`config.mk`:
```
export PLATFORM = sky130hd
export DESIGN_NAME = irq_presenter
export DESIGN_NICKNAME = d
export VERILOG_FILES = /design/src/rtl/irqp_pkg.sv /design/src/rtl/irqp_offer_judge.sv /design/src/rtl/irq_presenter.sv
export SDC_FILE = /design/constraint.sdc
export NUM_CORES = 1
export LEC_CHECK = 0
export BUFFER_PORTS_ARGS = -buffer_cell sky130_fd_sc_hd__buf_2
export CORE_MARGIN = 2
export CORE_UTILIZATION = 48
export CTS_CLUSTER_SIZE = 16
export DETAILED_ROUTE_END_ITERATION = 16
export PLACE_DENSITY = 0.7
export SYNTH_ARGS = -nofsm -noshare
export SYNTH_HDL_FRONTEND = slang
export SYNTH_SLANG_ARGS = --single-unit
```
`constraint.sdc`:
```
create_clock -name clk -period 6 [get_ports clk]
set_input_delay 0.9 -clock clk [delete_from_list [all_inputs] [get_ports clk]]
set_output_delay 0.9 -clock clk [all_outputs]
set_load 0.02 [all_outputs]
```
`src/rtl/irqp_pkg.sv`:
```
package irqp_pkg;
    parameter int SRC_W  = 24;
    parameter int PRIO_W = 8;
    localparam int WORD_W = SRC_W + PRIO_W;
    localparam logic [PRIO_W-1:0] PRIO_LEAST = '1;

    typedef enum logic [2:0] {
        OP_IDLE = 3'd0,
        OP_TAKE = 3'd1,
        OP_PEEK = 3'd2,
        OP_THR  = 3'd3,
        OP_IPL  = 3'd4,
        OP_DONE = 3'd5
    } reg_op_e;

    typedef struct packed {
        logic [PRIO_W-1:0] thr;
        logic [SRC_W-1:0]  src;
        logic [PRIO_W-1:0] pend;
        logic [PRIO_W-1:0] ipl;
        logic              dev_own;
        logic              irq;
        logic              wrej_v;
        logic [SRC_W-1:0]  wrej_src;
        logic              orej_v;
        logic [SRC_W-1:0]  orej_src;
        logic              resend;
        logic              eoi_v;
        logic [SRC_W-1:0]  eoi_src;
    } pres_t;

    // Inter-processor check: claim the pending slot unless a better source holds it
    function automatic pres_t ipl_probe(pres_t s, logic [SRC_W-1:0] ipi_num);
        pres_t r;
        r = s;
        if (!(s.src != '0 && s.pend <= s.ipl)) begin
            if (s.src != '0 && s.dev_own) begin
                r.wrej_v   = 1'b1;
                r.wrej_src = s.src;
            end
            r.src     = ipi_num;
            r.pend    = s.ipl;
            r.dev_own = 1'b0;
            r.irq     = 1'b1;
        end
        return r;
    endfunction
endpackage

```
`src/rtl/irqp_offer_judge.sv`:
```
module irqp_offer_judge
    import irqp_pkg::*;
(
    input  logic [PRIO_W-1:0] thr,
    input  logic [SRC_W-1:0]  cur_src,
    input  logic [PRIO_W-1:0] cur_pend,
    input  logic [PRIO_W-1:0] prio,
    output logic              take
);
    logic occupied;

    always_comb begin
        occupied = (cur_src != '0);
        take     = (prio < thr) && !(occupied && (cur_pend <= prio));
    end
endmodule

```
`src/rtl/irq_presenter.sv`:
```
module irq_presenter
    import irqp_pkg::*;
#(
    parameter logic [SRC_W-1:0] IPI_SRC = 24'd2
) (
    input  logic              clk,
    input  logic              rst_n,
    input  logic              offer_valid,
    input  logic [PRIO_W-1:0] offer_prio,
    input  logic [SRC_W-1:0]  offer_src,
    input  logic [2:0]        reg_op,
    input  logic [WORD_W-1:0] reg_wdata,
    output logic [WORD_W-1:0] rd_data,
    output logic              irq_out,
    output logic              off_rej_valid,
    output logic [SRC_W-1:0]  off_rej_src,
    output logic              wr_rej_valid,
    output logic [SRC_W-1:0]  wr_rej_src,
    output logic              resend_req,
    output logic              eoi_valid,
    output logic [SRC_W-1:0]  eoi_src
);
    localparam pres_t RESET_STATE = '{
        thr: '0, src: '0, pend: PRIO_LEAST, ipl: PRIO_LEAST,
        dev_own: 1'b0, irq: 1'b0, wrej_v: 1'b0, wrej_src: '0,
        orej_v: 1'b0, orej_src: '0, resend: 1'b0, eoi_v: 1'b0, eoi_src: '0
    };

    pres_t   st_q, mid_d, st_d;
    reg_op_e op;
    logic    offer_take;
    logic [PRIO_W-1:0] wr_byte;

    assign op      = reg_op_e'(reg_op);
    assign wr_byte = reg_wdata[PRIO_W-1:0];

    // Stage 1: register operation applied to the held state
    always_comb begin
        mid_d          = st_q;
        mid_d.wrej_v   = 1'b0;
        mid_d.wrej_src = '0;
        mid_d.orej_v   = 1'b0;
        mid_d.orej_src = '0;
        mid_d.resend   = 1'b0;
        mid_d.eoi_v    = 1'b0;
        mid_d.eoi_src  = '0;
        case (op)
            OP_TAKE: begin
                mid_d.irq     = 1'b0;
                mid_d.thr     = st_q.pend;
                mid_d.src     = '0;
                mid_d.pend    = PRIO_LEAST;
                mid_d.dev_own = 1'b0;
            end
            OP_THR: begin
                mid_d.thr = wr_byte;
                if (wr_byte < st_q.thr) begin
                    if (st_q.src != '0 && wr_byte <= st_q.pend) begin
                        if (st_q.dev_own) begin
                            mid_d.wrej_v   = 1'b1;
                            mid_d.wrej_src = st_q.src;
                        end
                        mid_d.src     = '0;
                        mid_d.pend    = PRIO_LEAST;
                        mid_d.irq     = 1'b0;
                        mid_d.dev_own = 1'b0;
                    end
                end else if (st_q.src == '0) begin
                    if (st_q.ipl < wr_byte) mid_d = ipl_probe(mid_d, IPI_SRC);
                    mid_d.resend = 1'b1;
                end
            end
            OP_IPL: begin
                mid_d.ipl = wr_byte;
                if (wr_byte < st_q.thr) mid_d = ipl_probe(mid_d, IPI_SRC);
            end
            OP_DONE: begin
                mid_d.thr     = reg_wdata[WORD_W-1:SRC_W];
                mid_d.eoi_v   = 1'b1;
                mid_d.eoi_src = reg_wdata[SRC_W-1:0];
                if (st_q.src == '0) begin
                    if (st_q.ipl < reg_wdata[WORD_W-1:SRC_W]) mid_d = ipl_probe(mid_d, IPI_SRC);
                    mid_d.resend = 1'b1;
                end
            end
            default: ;
        endcase
    end

    irqp_offer_judge u_judge (
        .thr      (mid_d.thr),
        .cur_src  (mid_d.src),
        .cur_pend (mid_d.pend),
        .prio     (offer_prio),
        .take     (offer_take)
    );

    // Stage 2: offer judged after the register operation
    always_comb begin
        st_d = mid_d;
        if (offer_valid) begin
            if (offer_take) begin
                if (mid_d.src != '0 && mid_d.dev_own) begin
                    st_d.orej_v   = 1'b1;
                    st_d.orej_src = mid_d.src;
                end
                st_d.src     = offer_src;
                st_d.pend    = offer_prio;
                st_d.dev_own = 1'b1;
                st_d.irq     = 1'b1;
            end else begin
                st_d.orej_v   = 1'b1;
                st_d.orej_src = offer_src;
            end
        end
    end

    always_ff @(posedge clk) begin
        if (!rst_n) st_q <= RESET_STATE;
        else        st_q <= st_d;
    end

    assign rd_data       = (op == OP_TAKE || op == OP_PEEK) ? {st_q.thr, st_q.src} : '0;
    assign irq_out       = st_q.irq;
    assign off_rej_valid = st_q.orej_v;
    assign off_rej_src   = st_q.orej_src;
    assign wr_rej_valid  = st_q.wrej_v;
    assign wr_rej_src    = st_q.wrej_src;
    assign resend_req    = st_q.resend;
    assign eoi_valid     = st_q.eoi_v;
    assign eoi_src       = st_q.eoi_src;

    AST_OFFER_REJ_CAUSE: assert property (@(posedge clk) disable iff (!rst_n)
        off_rej_valid |-> $past(offer_valid));
    AST_LINE_HAS_SOURCE: assert property (@(posedge clk) disable iff (!rst_n)
        irq_out |-> (st_q.src != '0));
    AST_TAKE_DROPS_LINE: assert property (@(posedge clk) disable iff (!rst_n)
        (op == OP_TAKE && !offer_valid) |=> !irq_out);
    AST_PEEK_NO_EFFECT: assert property (@(posedge clk) disable iff (!rst_n)
        (op == OP_PEEK && !offer_valid) |=> ($stable(st_q.thr) && $stable(st_q.src) && $stable(irq_out)));
    AST_WR_REJ_NONZERO: assert property (@(posedge clk) disable iff (!rst_n)
        wr_rej_valid |-> (wr_rej_src != '0));
    AST_EOI_CAUSE: assert property (@(posedge clk) disable iff (!rst_n)
        eoi_valid |-> $past(reg_op == 3'd5));
endmodule

```
# --- After elaboration in Yosys (flattened, before gate mapping) ---
# Cells that the tools add are included.
totals:
  register_bits: 126
  input_bits: 70
classes:
  order_cmp: 8
  n_mux: 29
  reduce_logical: 13
  bitwise: 2
  n_eq_ne: 5
ops:
  columns: ["cell", "n"]
  rows:
  - ["2-to-1 mux 118 bit", 5]
  - ["one-hot mux 76 bit (3 select lines)", 1]
  - ["2-to-1 mux 32 bit", 7]
  - ["one-hot mux 40 bit (4 select lines)", 1]
  - ["2-to-1 mux 25 bit", 5]
  - ["2-to-1 mux 27 bit", 4]
  - ["2-to-1 mux 51 bit", 1]
  - ["nonzero test 24 bit", 2]
  - ["less-or-equal comparator 8 bit", 4]
  - ["< comparator 8 bit", 4]
  - ["logical NOT 24 bit", 1]
  - ["one-hot mux 8 bit (3 select lines)", 1]
  - ["2-to-1 mux 8 bit", 1]
  - ["one-hot mux 2 bit (4 select lines)", 1]
  - ["logical AND 1 bit", 7]
  - ["equality test 3 x 2 -> 1 bit (second input constant)", 2]
  - ["equality test 3 bit (second input constant)", 2]
  - ["2-to-1 mux 2 bit", 2]
  - ["equality test 3 x 1 -> 1 bit (second input constant)", 1]
  - ["AND reduction 3 bit", 1]
  - ["inverter 1 bit", 2]
  - ["logical NOT 1 bit", 1]
  - ["logical OR 1 bit", 1]

# --- Logic depth before layout (Yosys ltp) ---
# Gate-level depths: netlist (run 1).
logic_depth:
  depth_word: 14
  mapped_depth: 23
  mapped_depth_nobuf: 20

# --- Hierarchy ---
# A second synthesis (run 1) with hierarchy kept.
unflattened:
  cells_unflattened: 797
  hier_area_um2: 6836.6
modules_own_cells:
  columns: ["mod", "instances", "cells_each", "seq_area_each_um2", "area_each_um2"]
  rows:
  - ["irq_presenter", 1, 736, 2522.4, 6401.1]
  - ["irqp_offer_judge", 1, 61, 0.0, 435.4]

# --- Worst setup path before layout (run 1) ---
# Ideal clock, no wire load.
synth_timing:
  kind: "in2reg"
  start: "input reg_wdata[1]"
  end: "register st_q[92] in the netlist's numbering"
  setup_time_ns: 0.120
  n_path_buf: 2
  stages: 20
  required_time_ns: 5.880
  path_slack_ns: 1.167
  arrival_ns: 4.713
  path_cell_list: "ha_1 > a2111o_1 > a21o_1 > a211oi_2 > nor2_1 > nor2_1 > o21ai_0 > a21oi_1 > ha_1 > nor2b_1 > o21a_1 > o21a_1 > o21ai_0 > a31oi_1 > or2_2 > o2111ai_1 > buf_2 > buf_6 > nor2_1 > a211o_1"
synth_via:
  elab_chain_cells: 11
  elab_cells_between_ends: 21
  classes_between: "order compare (6); mux (9); reduce/logical (6)"
synth_lines:
  columns: ["element", "line_no", "text"]
  rows:
  - ["start: declaration", "irq_presenter.sv:12", "input logic [WORD_W-1:0] reg_wdata,"]
  - ["< comparator 8 bit (tied with other cells)", "irq_presenter.sv:69", "if (st_q.ipl < wr_byte) mid_d = ipl_probe(mid_d, IPI_SRC);"]
  - ["2-to-1 mux 118 bit (tied with other cells)", "irq_presenter.sv:69", null]
  - ["2-to-1 mux 118 bit (tied with other cells)", "irq_presenter.sv:68", "end else if (st_q.src == '0) begin"]
  - ["2-to-1 mux 32 bit / 2-to-1 mux 118 bit (equally long branches)", "irq_presenter.sv:57, irq_presenter.sv:75", null]
  - ["one-hot mux 40 bit (4 select lines) *", "irq_presenter.sv:47", "case (op)"]
  - ["less-or-equal comparator 8 bit / nonzero test 24 bit (equally long branches)", "irqp_offer_judge.sv:14, irqp_offer_judge.sv:13", null]
  - ["logical AND 1 bit", "irqp_offer_judge.sv:14", "take = (prio < thr) && !(occupied && (cur_pend <= prio));"]
  - ["logical NOT 1 bit", "irqp_offer_judge.sv:14", null]
  - ["logical AND 1 bit", "irqp_offer_judge.sv:14", null]
  - ["2-to-1 mux 32 bit", "irq_presenter.sv:102", "if (offer_take) begin"]
  - ["2-to-1 mux 32 bit *", "irq_presenter.sv:101", "if (offer_valid) begin"]
  - ["end signal: assignment", "irq_presenter.sv:120", "else st_q <= st_d;"]
  - ["end: declaration", "irq_presenter.sv:29", "pres_t st_q, mid_d, st_d;"]
# Every way passes the cells marked *; elsewhere a longest branch is shown, timed or not. The select of a mux whose other input is x is not followed.
# A chain may end at the register's enable or synchronous reset.

# --- Worst setup path in the final report (run 1) ---
layout_timing:
  start: "input reg_wdata[1]"
  end: "register st_q, in the netlist off_rej_src[20]"
layout_via:
  elab_chain_cells: 11
  elab_cells_between_ends: 29
  classes_between: "order compare (6); mux (16); reduce/logical (7)"
layout_lines:
  columns: ["element", "line_no"]
  rows:
  - ["< comparator 8 bit (tied with other cells)", "irq_presenter.sv:69"]
  - ["2-to-1 mux 118 bit (tied with other cells)", "irq_presenter.sv:69"]
  - ["2-to-1 mux 118 bit (tied with other cells)", "irq_presenter.sv:68"]
  - ["2-to-1 mux 32 bit / 2-to-1 mux 118 bit (equally long branches)", "irq_presenter.sv:57, irq_presenter.sv:75"]
  - ["one-hot mux 40 bit (4 select lines)", "irq_presenter.sv:47"]
  - ["less-or-equal comparator 8 bit / nonzero test 24 bit (equally long branches)", "irqp_offer_judge.sv:14, irqp_offer_judge.sv:13, irq_presenter.sv:103"]
  - ["logical AND 1 bit", "irqp_offer_judge.sv:14"]
  - ["logical NOT 1 bit", "irqp_offer_judge.sv:14"]
  - ["logical AND 1 bit", "irqp_offer_judge.sv:14"]
  - ["2-to-1 mux 25 bit", "irq_presenter.sv:102"]
  - ["2-to-1 mux 25 bit *", "irq_presenter.sv:101"]
# Marks and branches as above.

==> results of run 1 <==
power groups by stage:
stage                     registers [W]  clock network [W]  logic [W]
after floorplan                0.000954                  0   0.000424
after global placement         0.000975                  0   0.000558
after detailed placement       0.000975                  0   0.000565
after CTS                      0.000957            0.00111   0.000567
after global routing           0.000964            0.00115   0.000635
final                          0.000959            0.00110   0.000570
layout by cell type, fill, tap and decap left out, types with 5 or more instances in the layout:
cell,Yosys,layout
clkbuf_16,0,17
dfxtp_1,126,126
inv_1,42,42
ha_1,44,44
nand3_1,5,5
o211ai_1,11,11
buf_2,7,178
a221oi_1,13,13
and3_1,19,19
o21ai_1,23,23
nand2_1,55,55
o21a_1,5,5
nor3_1,11,11
and2_1,58,58
a21oi_1,27,26
nand2b_1,5,5
o21ai_0,25,25
buf_4,72,7
nand4_1,30,30
a21o_1,6,6
a22o_1,29,29
nor2b_1,5,5
a211o_1,7,7
nor2_1,49,49
logic make-up after synthesis:
logic type	synth area share (%)
adder cells (fa/ha/maj)	8.329
flip-flops	38.16
AO/OA/AOI/OAI	19.16
buffers and inverters	13.42
AND/OR/NAND/NOR	20.76
multiplexers	0.1703
synth_stat cells (all sizes together) (4+ instances only):
cell	n	area, um^2
o21a	5	37.54
and3	19	118.9
a221oi	13	113.9
a21o	6	45.04
o21ai	48	240.2
a22o	29	254.0
a21oi	28	151.4
nor4	6	56.31
ha	44	550.5
o211ai	13	107.6
nand4	32	212.7
a211o	7	61.31
nor2b	5	31.28
nand2	55	206.5
a211oi	4	35.03
nor2	49	183.9
dfxtp	126	2522
nor3	13	87.58
clkbuf	27	101.4
and2	58	362.9
inv	43	161.4
buf	85	620.6
nand2b	5	31.28
a31oi	4	25.02
or2	4	25.03
o22ai	4	25.02
nand3	5	25.02
worst paths after layout:
path	endpoint	slack, ns	cells after the start
setup / recovery	off_rej_src[20]	0.84	20
hold / removal	st_q[102]	0.51	2
setup reg to reg	off_rej_src[20]	1.02	17
hold reg to reg	st_q[102]	0.51	2
worst reg2reg max path: cells and delay by family (launching register included):
family | cells | cell delay (ns)
and+or+nand+nor | 7 | 2.35
AOI/OAI and AO/OA | 9 | 1.91
DFF | 1 | 0.38
adders and majority gates | 1 | 0.30
sequential cells by signal (all words and copies together), names as in the netlist:
name           count
resend_req         1
eoi_src           24
off_rej_src       24
irq_out            1
st_q              49
wr_rej_src        24
wr_rej_valid       1
off_rej_valid      1
eoi_valid          1
per-stage QoR:
stage                     cell area, um^2  utilization (%)  total power, W
after detailed placement             7102            53.21        0.001540
after global routing                 7727            57.89        0.002745
after global placement               7102            53.21        0.001533
after CTS                            7727            57.89        0.002632
final                                7727            57.89        0.002625
after floorplan                      6610                -        0.001379
routing by layer:
| metal | GRT usage, % | share of wire, % | vias to the layer above |
|---|---|---|---|
| li1 | - | - | 2801 |
| met1 | 30.46 | 44 | 2590 |
| met2 | 38.10 | 46 | 234 |
| met3 | 5.874 | 6.6 | 38 |
| met4 | 10.92 | 3.0 | 0 |
| met5 | 0 | 0 | - |
final cells by class:
| class | instances | area (um^2) |
|---|---|---|
| Fill cell | 1226 | 5620 |
| Multi-Input combinational cell | 478 | 3231 |
| Sequential cell | 126 | 2522 |
| Timing Repair Buffer | 186 | 963.4 |
| Clock buffer | 19 | 442.9 |
| Tap cell | 176 | 220.2 |
| Clock inverter | 12 | 182.7 |
| Inverter | 44 | 165.2 |
==> summary.txt, run 1 <==
Clocking
  • CTS tree: built
  • CTS Sinks: 126
  • H-tree level count: 4
  • Postcts setup bufs: 0
  • TritonCTS Buffers: 17
  • Hold_buf cts: 0
  • Post-cts resize count: 0
  • Maximum root-to-sink buffer count: 2
  • Clk_lat worst skew: 0.43 ns
  • Root buffer cell: clkbuf_16
  • Clock transition at the registers of the reported paths: 0.06 ns

Pwr
  • Clock power share: 41.7%
  • Internal: 0.001814 W
  • Power Density: 339.6 nW/um^2
  • P_leak: 3.776 nW
  • Logic pwr share: 21.7%
  • Switching Power: between 0.0008 and 0.0009 W
  • Sequential group share of total power: 36.5%
  • Sw Share: between 30 and 40%
  • Peak VDD IR: between 0.15 and 0.2 mV

STA
  • Period utilisation layout: a little under nine tenths
  • Skew final: approximately 0.016 ns
  • Final-report setup violation count: 0
  • WHS: 0.5096 ns
  • Hold Vio Cnt, Final: 0
  • Relative slew slack: 28.58%
  • Slew @ Worst Pin: approximately 1.1 ns
  • RSZ-0062 raised after global routing: no
  • Fin Setup TNS: 0 ns
  • Pins Over Slew Limit: 0
  • Setup WS post-layout: 0.8356 ns
  • Tmin final: 5.164 ns
  • Max Fclk: 193.6 MHz

Placed design
  • Place WS: 0.4162 ns
  • Buffers on Ports: 178
  • Placed insts: 1010
  • Hpwl dp: 12870 um
  • GPL Wtd Cong: 0.9676

Yosys
  • EDFF count, synth: 0
  • Synth Flop Type: dfxtp_1
  • Mapped Area: 6610 um^2
  • Synth Net Count: 874
  • Syn Area/Cell: 8.697 um^2
  • Synth cell types: 57
  • Async S/R FF share, synth: 0%
  • Post-synthesis cell count: 760
  • Post-synthesis sequential area ratio: 38.16%
  • Yosys warnings: 0
  • Yosys reg bits: roughly 130

Die
  • Initial Utilization: between 40% and 50%
  • Ports: 179
  • Number of cell rows: 42
  • Chip Height: ~120 um
  • Die area: ~15000 um^2
  • Die width: 121.4 um
  • Placeable Area: ~13000 um^2

Route
  • Final WL: 17290 um
  • DRC: 0
  • Routed vias: 5663
  • Wirelength per Cell: 16.61 um
  • Detail Route Antenna Nets: 0
  • Iteration count of the initial detailed-routing pass: 6
  • Vias per cell: between 5 and 6
  • Initial DRC count: 461

Global route
  • Gr usage total: 23.89%
  • Largest net degree at the start of global routing: 48
  • First-pass GRT wire length: 27130 um
  • Initial antenna violation count: 0
  • Grt ovf: 0
  • Vias in the first global route: 5296

Layout
  • Number of inserted diodes: 0
  • Share of cells above drive strength 1: 27.17%
  • Final nets: 967
  • Post-Layout Cell Count: 1041
  • Area Growth Syn to Fin: 16.90%

Setup path
  • Critical path arrival: 5.53 ns
  • Largest stage delay, worst path: 0.83 ns
  • Required @ worst endpoint: 6.37 ns
  • CP Class: in -> reg
  • CP cell instances: buf_2 > inv_1 > ha_1 > nor2b_1 > o211ai_1 > a211oi_1 > o311a_1 > a221oi_1 > o21ai_0 > a21o_1 > o21ai_0 > ha_1 > nand4_1 > nor2_1 > a22o_1 > a31oi_1 > nand3b_1 > o211ai_2 > nor3_4 > a22o_1
  • CP startpoint: reg_wdata[1]
  • Critical R2R Launch: st_q[117]
  • Setup crit end kind: flop
  • Max FO, Critical Path: 23
  • Critical Path Source Type: primary input
  • Top delay family on crit path: compound AO/OA/AOI/OAI gates
  • Slowest cell on the critical path: nor3_4
  • WP buf/inv: 2

Min path
  • Hold WC Path Type: reg -> reg
  • HP Start: st_q[102]

Job
  • Max-cap violations: 0

Run status
  • Outcome: finished, final reports clean
Note: power is estimated with default switching activity, not from simulation.
==> inputs of run 2 (changes only) <==
Settings changed: REMOVE_ABC_BUFFERS set to 1.
==> run 2 against run 1 <==
  * Sequential share of layout area rose by 0.18 points
  * Register-to-register slack got worse by 0.09 ns
  * Clock skew fell by 0.0077 ns
  * Worst setup slack got worse by 0.088 ns
  * Global-route usage fell by 0.12 points
  * Largest power group unchanged
  * Highest routed layer unchanged
==> summary.txt, run 2 (synthesis results as in run 1) <==
Pwr
  • Overall power: 0.002554 W (-2.7%)
  • Internal: 0.001697 W (-6.5%)
  • Switching Power: 0.0008567 W (+5.7%)
  • P_leak: 3.752 nW (-0.64%)
  • Power Density: 332.3 nW/um^2 (-2.2%)
  • Sequential group share of total power: 37.4% (+0.9 points)
  • Logic pwr share: 22.3% (+0.6 points)
  • Clock power share: 40.3% (-1.4 points)
  • Sw Share: 33.54% (+2.7 points)
  • Peak VDD IR: 0.2160 mV (+12%)

Clocking
  • CTS tree: built
  • Hold_buf cts: 0 (unchanged)
  • TritonCTS Buffers: 17 (unchanged)
  • Postcts setup bufs: 0 (unchanged)
  • Post-cts resize count: 0 (unchanged)
  • Maximum root-to-sink buffer count: 2 (unchanged)
  • CTS Sinks: 126 (unchanged)
  • Clock transition at the registers of the reported paths: 0.06 ns (about the same)
  • H-tree level count: 4 (unchanged)
  • Clk_lat worst skew: 0.42 ns (about the same)
  • Root buffer cell: clkbuf_16

Layout
  • Final Util: 57.58% (-0.31 points)
  • Largest reg by FF count: st_q
  • Most common cell after layout, fill and taps aside: buf_2
  • Number of inserted diodes: 0 (unchanged)
  • Most frequent cells in the layout: buf_2, dfxtp_1, and2_1
  • Final nets: 967 (unchanged)
  • Final Instance Area: 7686 um^2 (-0.53%)
  • Max FFs per register: 49 (unchanged)
  • Share of cells above drive strength 1: 27.37% (+0.20 points)
  • Area Growth Syn to Fin: 16.28%

Setup path
  • Max FO, Critical Path: 23 (unchanged)
  • Critical Path Source Type: primary input
  • CP Class: in -> reg
  • Critical path arrival: 5.61 ns (+0.08 ns)
  • CP startpoint: reg_wdata[7]
  • Critical R2R Launch: st_q[100]
  • Required @ worst endpoint: 6.36 ns (about the same)
  • Setup crit end kind: flop

Global route
  • Met1 global-route usage: 29.95% (-0.51 points)
  • Gr usage total: 23.77% (-0.12 points)
  • GR Util met3: 4.793% (-1.1 points)
  • Largest net degree at the start of global routing: 52 (+8.3%)
  • Grt ovf: 0 (unchanged)
  • Busiest grt layer: met2
  • GRT met2 Usage: 38.73% (+0.63 points)
  • Vias in the first global route: 5270 (-0.49%)
  • Initial antenna violation count: 0 (unchanged)
  • First-pass GRT wire length: 27120 um (about the same)

Placed design
  • GPL Wtd Cong: 0.9375 (-3.1%)
  • Place WS: 0.4017 ns (-0.01451 ns)
  • Buffers on Ports: 178 (unchanged)
  • Area post-placement: 7089 um^2 (-0.18%)
  • Hpwl dp: 12630 um (-1.8%)

Die
  • Die width: 121.4 um (unchanged)
  • Number of cell rows: 42 (unchanged)
  • Chip Height: 121.4 um (unchanged)
  • Placeable Area: 13350 um^2 (unchanged)
  • Initial Utilization: 49.52% (unchanged)
  • Ports: 179 (unchanged)
  • Die area: 14730 um^2 (unchanged)

Route
  • Detail Route Antenna Nets: 0 (unchanged)
  • Vias per cell: 5.418 (-0.40%)
  • Final WL: 17190 um (-0.56%)
  • DRC: 0 (unchanged)
  • Wirelength per Cell: 16.50 um (-0.65%)
  • Routed vias: 5646 (-0.30%)
  • Iteration count of the initial detailed-routing pass: 5 (-1)
  • Initial DRC count: 397 (-14%)

Min path
  • Hold WC Path Type: reg -> reg
  • HP Start: st_q[99]

STA
  • Final-report setup violation count: 0 (unchanged)
  • Period utilisation layout: 87.54% (+1.5 points)
  • Pins Over Slew Limit: 0 (unchanged)
  • Setup WS post-layout: 0.7478 ns (-0.08783 ns)
  • Tmin final: 5.252 ns (+0.08783 ns)
  • Max Fclk: 190.4 MHz (-1.7%)
  • WHS: 0.5026 ns (-0.007008 ns)
  • Skew final: 0.008617 ns (-0.007673 ns)
  • Hold Vio Cnt, Final: 0 (unchanged)
  • Slew @ Worst Pin: 1.105 ns (+0.04159 ns)
  • RSZ-0062 raised after global routing: no
  • Relative slew slack: 25.79% (-2.8 points)

Run status
  • Outcome: finished, final reports clean

Job
  • Max-cap violations: 0 (unchanged)
==> run 2: cell types whose count changed in the layout (fill, tap and decap cells not counted), sizes merged <==
cell,delta
inv,+5
bufinv,-3
clkinvlp,+1
clkbuf,-2
==> run 2: worst paths after layout <==
kind,endpoint,slack (ns),depth (start not counted)
worst max register to register,st_q[107],0.93,19
worst max-delay path,off_rej_src[15],0.75,20
worst min register to register,st_q[99],0.50,2
worst min-delay path,st_q[99],0.50,2
==> run 2: final cells by class <==
cell class	count	area, um^2
tap	176	220.2
sequential	126	2522
clock buffer	17	425.4
fill	1224	5662
timing repair buffer	186	950.9
multi-input combinational	478	3231
clock inverter	15	171.4
inverter	44	165.2
==> run 2: critical path: stages <==
cell and delay [ns]:
buf_2 0.14, inv_1 0.09, ha_1 0.33, nand4_1 0.20, nor2_1 0.20, a211oi_1 0.09
o311a_1 0.49, a221oi_1 0.32, o21ai_0 0.16, a21o_1 0.19, o21ai_0 0.10, ha_1 0.28
nand4_1 0.08, nor2_1 0.04, a22o_1 0.22, a31oi_1 0.19, nand3b_1 0.22, o211ai_2 0.20
nor3_4 0.87, a22o_1 0.27
==> run 2: power groups by stage <==
stage	sequential [W]	combinational, W	clock (W)
CTS	0.000954	0.000566	0.00104
detailed placement	0.000972	0.000562	0
global route	0.000962	0.000632	0.00108
global placement	0.000971	0.000556	0
finish	0.000955	0.000569	0.00103
floorplan	0.000977	0.000358	0
==> run 2: stage by stage <==
step	setup TNS [ns]	cells
after detailed placement	0	1010
after floorplan	-24.07	648
final	0	1042
after global routing	0	1042
after CTS	0	1042
after global placement	0	1010
==> run 2: per-layer routing <==
metal  vias to the layer above  share of wire [%]
li1                       2808                  -
met1                      2616                 43
met2                       189                 48
met3                        33                5.8
met4                         0                3.2
met5                         -                  0
==> inputs of run 3 (changes only) <==
Settings changed: BUFFER_PORTS_ARGS -buffer_cell sky130_fd_sc_hd__buf_2 to -buffer_cell sky130_fd_sc_hd__buf_4.
==> run 3 against run 2 <==
  * Core utilization rose by 3.3 points
  * First-iteration DRC count rose by 18%
  * Largest power group unchanged
  * Highest routed layer unchanged
  * Largest cell class unchanged
  * Clock power barely moved
  * Register-to-register slack got worse by 0.18 ns
  * Worst setup slack got worse by 0.10 ns
  * Routed wire length rose by 5.9%
  * Critical path depth did not move
  * Worst hold slack improved by 0.0064 ns
==> summary.txt, run 3 (synthesis results as in run 1) <==
Clocking
  • Root buffer cell: clkbuf_16
  • Postcts setup bufs: 0 (unchanged)
  • Hold_buf cts: 0 (unchanged)
  • CTS tree: built
  • Maximum root-to-sink buffer count: 2 (unchanged)
  • CTS Sinks: 126 (unchanged)
  • Clk_lat worst skew: 0.41 ns (about the same)
  • Post-cts resize count: 0 (unchanged)
  • H-tree level count: 4 (unchanged)
  • Clock transition at the registers of the reported paths: 0.06 ns (about the same)
  • TritonCTS Buffers: 17 (unchanged)

Min path
  • Hold WC Path Type: reg -> reg
  • WHS Endpoint: st_q[107]
  • WHS Path Cells: 2 (unchanged)
  • HP Start: st_q[107]

Route
  • Vias per cell: 5.654 (+4.3%)
  • Routed vias: 5880 (+4.1%)
  • Initial DRC count: 468 (+18%)
  • Final WL: 18200 um (+5.9%)
  • Iteration count of the initial detailed-routing pass: 6 (+1)
  • DRC: 0 (unchanged)
  • Wirelength per Cell: 17.50 um (+6.1%)
  • Detail Route Antenna Nets: 0 (unchanged)

STA
  • Hold Vio Cnt, Final: 0 (unchanged)
  • Period utilisation layout: 89.26% (+1.7 points)
  • Tmin final: 5.356 ns (+0.1034 ns)
  • RSZ-0062 raised after global routing: no
  • Max Fclk: 186.7 MHz (-1.9%)
  • Final-report setup violation count: 0 (unchanged)
  • Skew final: 0.006243 ns (-0.002373 ns)
  • Fin Setup TNS: 0 ns (unchanged)
  • Setup WS post-layout: 0.6444 ns (-0.1034 ns)
  • Pins Over Slew Limit: 0 (unchanged)
  • Slew @ Worst Pin: 1.235 ns (+0.1305 ns)
  • Relative slew slack: 17.39% (-8.4 points)

Die
  • Number of cell rows: 42 (unchanged)
  • Placeable Area: 13350 um^2 (unchanged)
  • Die area: 14730 um^2 (unchanged)
  • Die width: 121.4 um (unchanged)
  • Initial Utilization: 49.52% (unchanged)
  • Ports: 179 (unchanged)
  • Chip Height: 121.4 um (unchanged)

Placed design
  • Hpwl dp: 13580 um (+7.5%)
  • Buffers on Ports: 178 (unchanged)
  • Area post-placement: 7520 um^2 (+6.1%)
  • GPL Wtd Cong: 0.9377 (about the same)
  • Placed insts: 1008 (-0.20%)
  • Place WS: 0.3691 ns (-0.03266 ns)

Layout
  • Area Growth Syn to Fin: 22.90%
  • Post-Layout Cell Count: 1040 (-0.19%)
  • Share of cells above drive strength 1: 27.20% (-0.17 points)
  • Largest reg by FF count: st_q
  • Number of inserted diodes: 0 (unchanged)
  • Final Instance Area: 8124 um^2 (+5.7%)
  • Final nets: 965 (-0.21%)
  • Most frequent cells in the layout: buf_4, dfxtp_1, and2_1
  • Most common cell after layout, fill and taps aside: buf_4
  • Max FFs per register: 49 (unchanged)

Setup path
  • Crit Reg-Reg Endpoint: off_rej_src[20]
  • Required @ worst endpoint: 6.35 ns (about the same)
  • Worst reg2reg path depth: 17 (-2)
  • Reg2Reg Setup Slack: 0.75 ns (-0.18 ns)
  • Critical Path Source Type: primary input
  • Largest stage delay, worst path: 0.85 ns (-0.02 ns)
  • Critical path arrival: 5.71 ns (+0.10 ns)
  • WP buf/inv: 2 (unchanged)
  • CP Class: in -> reg
  • CP cell instances: buf_4 > inv_1 > ha_1 > o21ai_0 > a31oi_1 > o31ai_1 > nand4_2 > o21ai_0 > nor2_1 > o21ai_0 > a21oi_1 > ha_1 > nand3_1 > nor2_1 > a22o_1 > a31oi_1 > nand3b_1 > o211ai_2 > nor3_4 > a22o_1
  • Crit path top cell by count: o21ai_0
  • Top delay family on crit path: compound AO/OA/AOI/OAI gates
  • Max FO, Critical Path: 23 (unchanged)
  • Slowest cell on the critical path: nor3_4
  • CP startpoint: reg_wdata[1]
  • Setup crit end kind: flop
  • Critical R2R Launch: st_q[100]

Job
  • Max-cap violations: 0 (unchanged)

Global route
  • GR Util met3: 5.122% (+0.33 points)
  • Grt ovf: 0 (unchanged)
  • Busiest grt layer: met2
  • Largest net degree at the start of global routing: 79 (+52%)
  • Initial antenna violation count: 0 (unchanged)
  • Vias in the first global route: 5732 (+8.8%)
  • Met1 global-route usage: 29.60% (-0.35 points)
  • First-pass GRT wire length: 28340 um (+4.5%)
  • Gr usage total: 24.52% (+0.75 points)
  • GRT met2 Usage: 41.33% (+2.6 points)

Run status
  • Outcome: finished, final reports clean

Pwr
  • Power Density: 318.9 nW/um^2 (-4.0%)
  • Peak VDD IR: 0.2046 mV (-5.3%)
  • Overall power: 0.002591 W (+1.5%)
  • P_leak: 3.787 nW (+0.95%)
-- run 3: cell count changes in the layout (fill, tap and decap cells not counted), moves of 2 or more --
cell / before / now
buf_2: 178 / 0
buf_4: 8 / 184
clkinv_2: 0 / 2
clkinv_4: 3 / 1
clkinvlp_4: 1 / 4
inv_8: 5 / 2
-- run 3: worst max path at each step --
| stage | end | slack, ns | cells after the start |
|---|---|---|---|
| after floorplan | st_q[95] | -0.78 | 17 |
| after global placement | off_rej_src[6] | 0.51 | 18 |
| after detailed placement | off_rej_src[20] | 0.37 | 18 |
| after CTS | st_q[102] | 0.77 | 20 |
| after global routing | st_q[102] | 0.10 | 22 |
| final | off_rej_src[20] | 0.64 | 20 |
-- run 3: report_power, final --
part           switching, W  total, W  leakage [nW]  internal [W]
Combinational      0.000371  0.000606          2.48      0.000235
Clock              0.000395   0.00103         0.283      0.000630
Sequential        0.0000622  0.000959          1.03      0.000897
Total              0.000829   0.00259          3.79       0.00176
-- run 3: metrics by stage --
| stage | utilization, % | hold WS, ns |
|---|---|---|
| finish | 60.86 | 0.5089 |
| global route | 60.86 | 0.5397 |
| CTS | 60.81 | 0.5070 |
| detailed placement | 56.34 | 0.4990 |
| global placement | 56.34 | 0.4865 |
| floorplan | - | 0.4689 |
-- run 3: area by class of cell --
class	instances	area, um^2
Tap cell	176	220.2
Clock inverter	14	157.7
Inverter	44	165.2
Fill cell	1164	5224
Multi-Input combinational cell	478	3238
Sequential cell	126	2522
Timing Repair Buffer	184	1381
Clock buffer	18	439.2
-- run 3: worst register-to-register path: stages (launching register included) --
cell,delay [ns]
dfxtp_1,0.35
nor4_1,0.45
nand4_2,0.29
nor3_4,0.52
nand4_2,0.30
o21ai_0,0.32
nor2_1,0.07
o21ai_0,0.21
a21oi_1,0.13
ha_1,0.32
nand3_1,0.17
nor2_1,0.08
a22o_1,0.23
a31oi_1,0.20
nand3b_1,0.23
o211ai_2,0.20
nor3_4,0.85
a22o_1,0.28
-- run 3: per-layer routing --
metal | routed length, um | part of all wire [%]
met1 | 7584 | 42
met2 | 8889 | 49
met3 | 1126 | 6.2
met4 | 597 | 3.3
met5 | 0 | 0
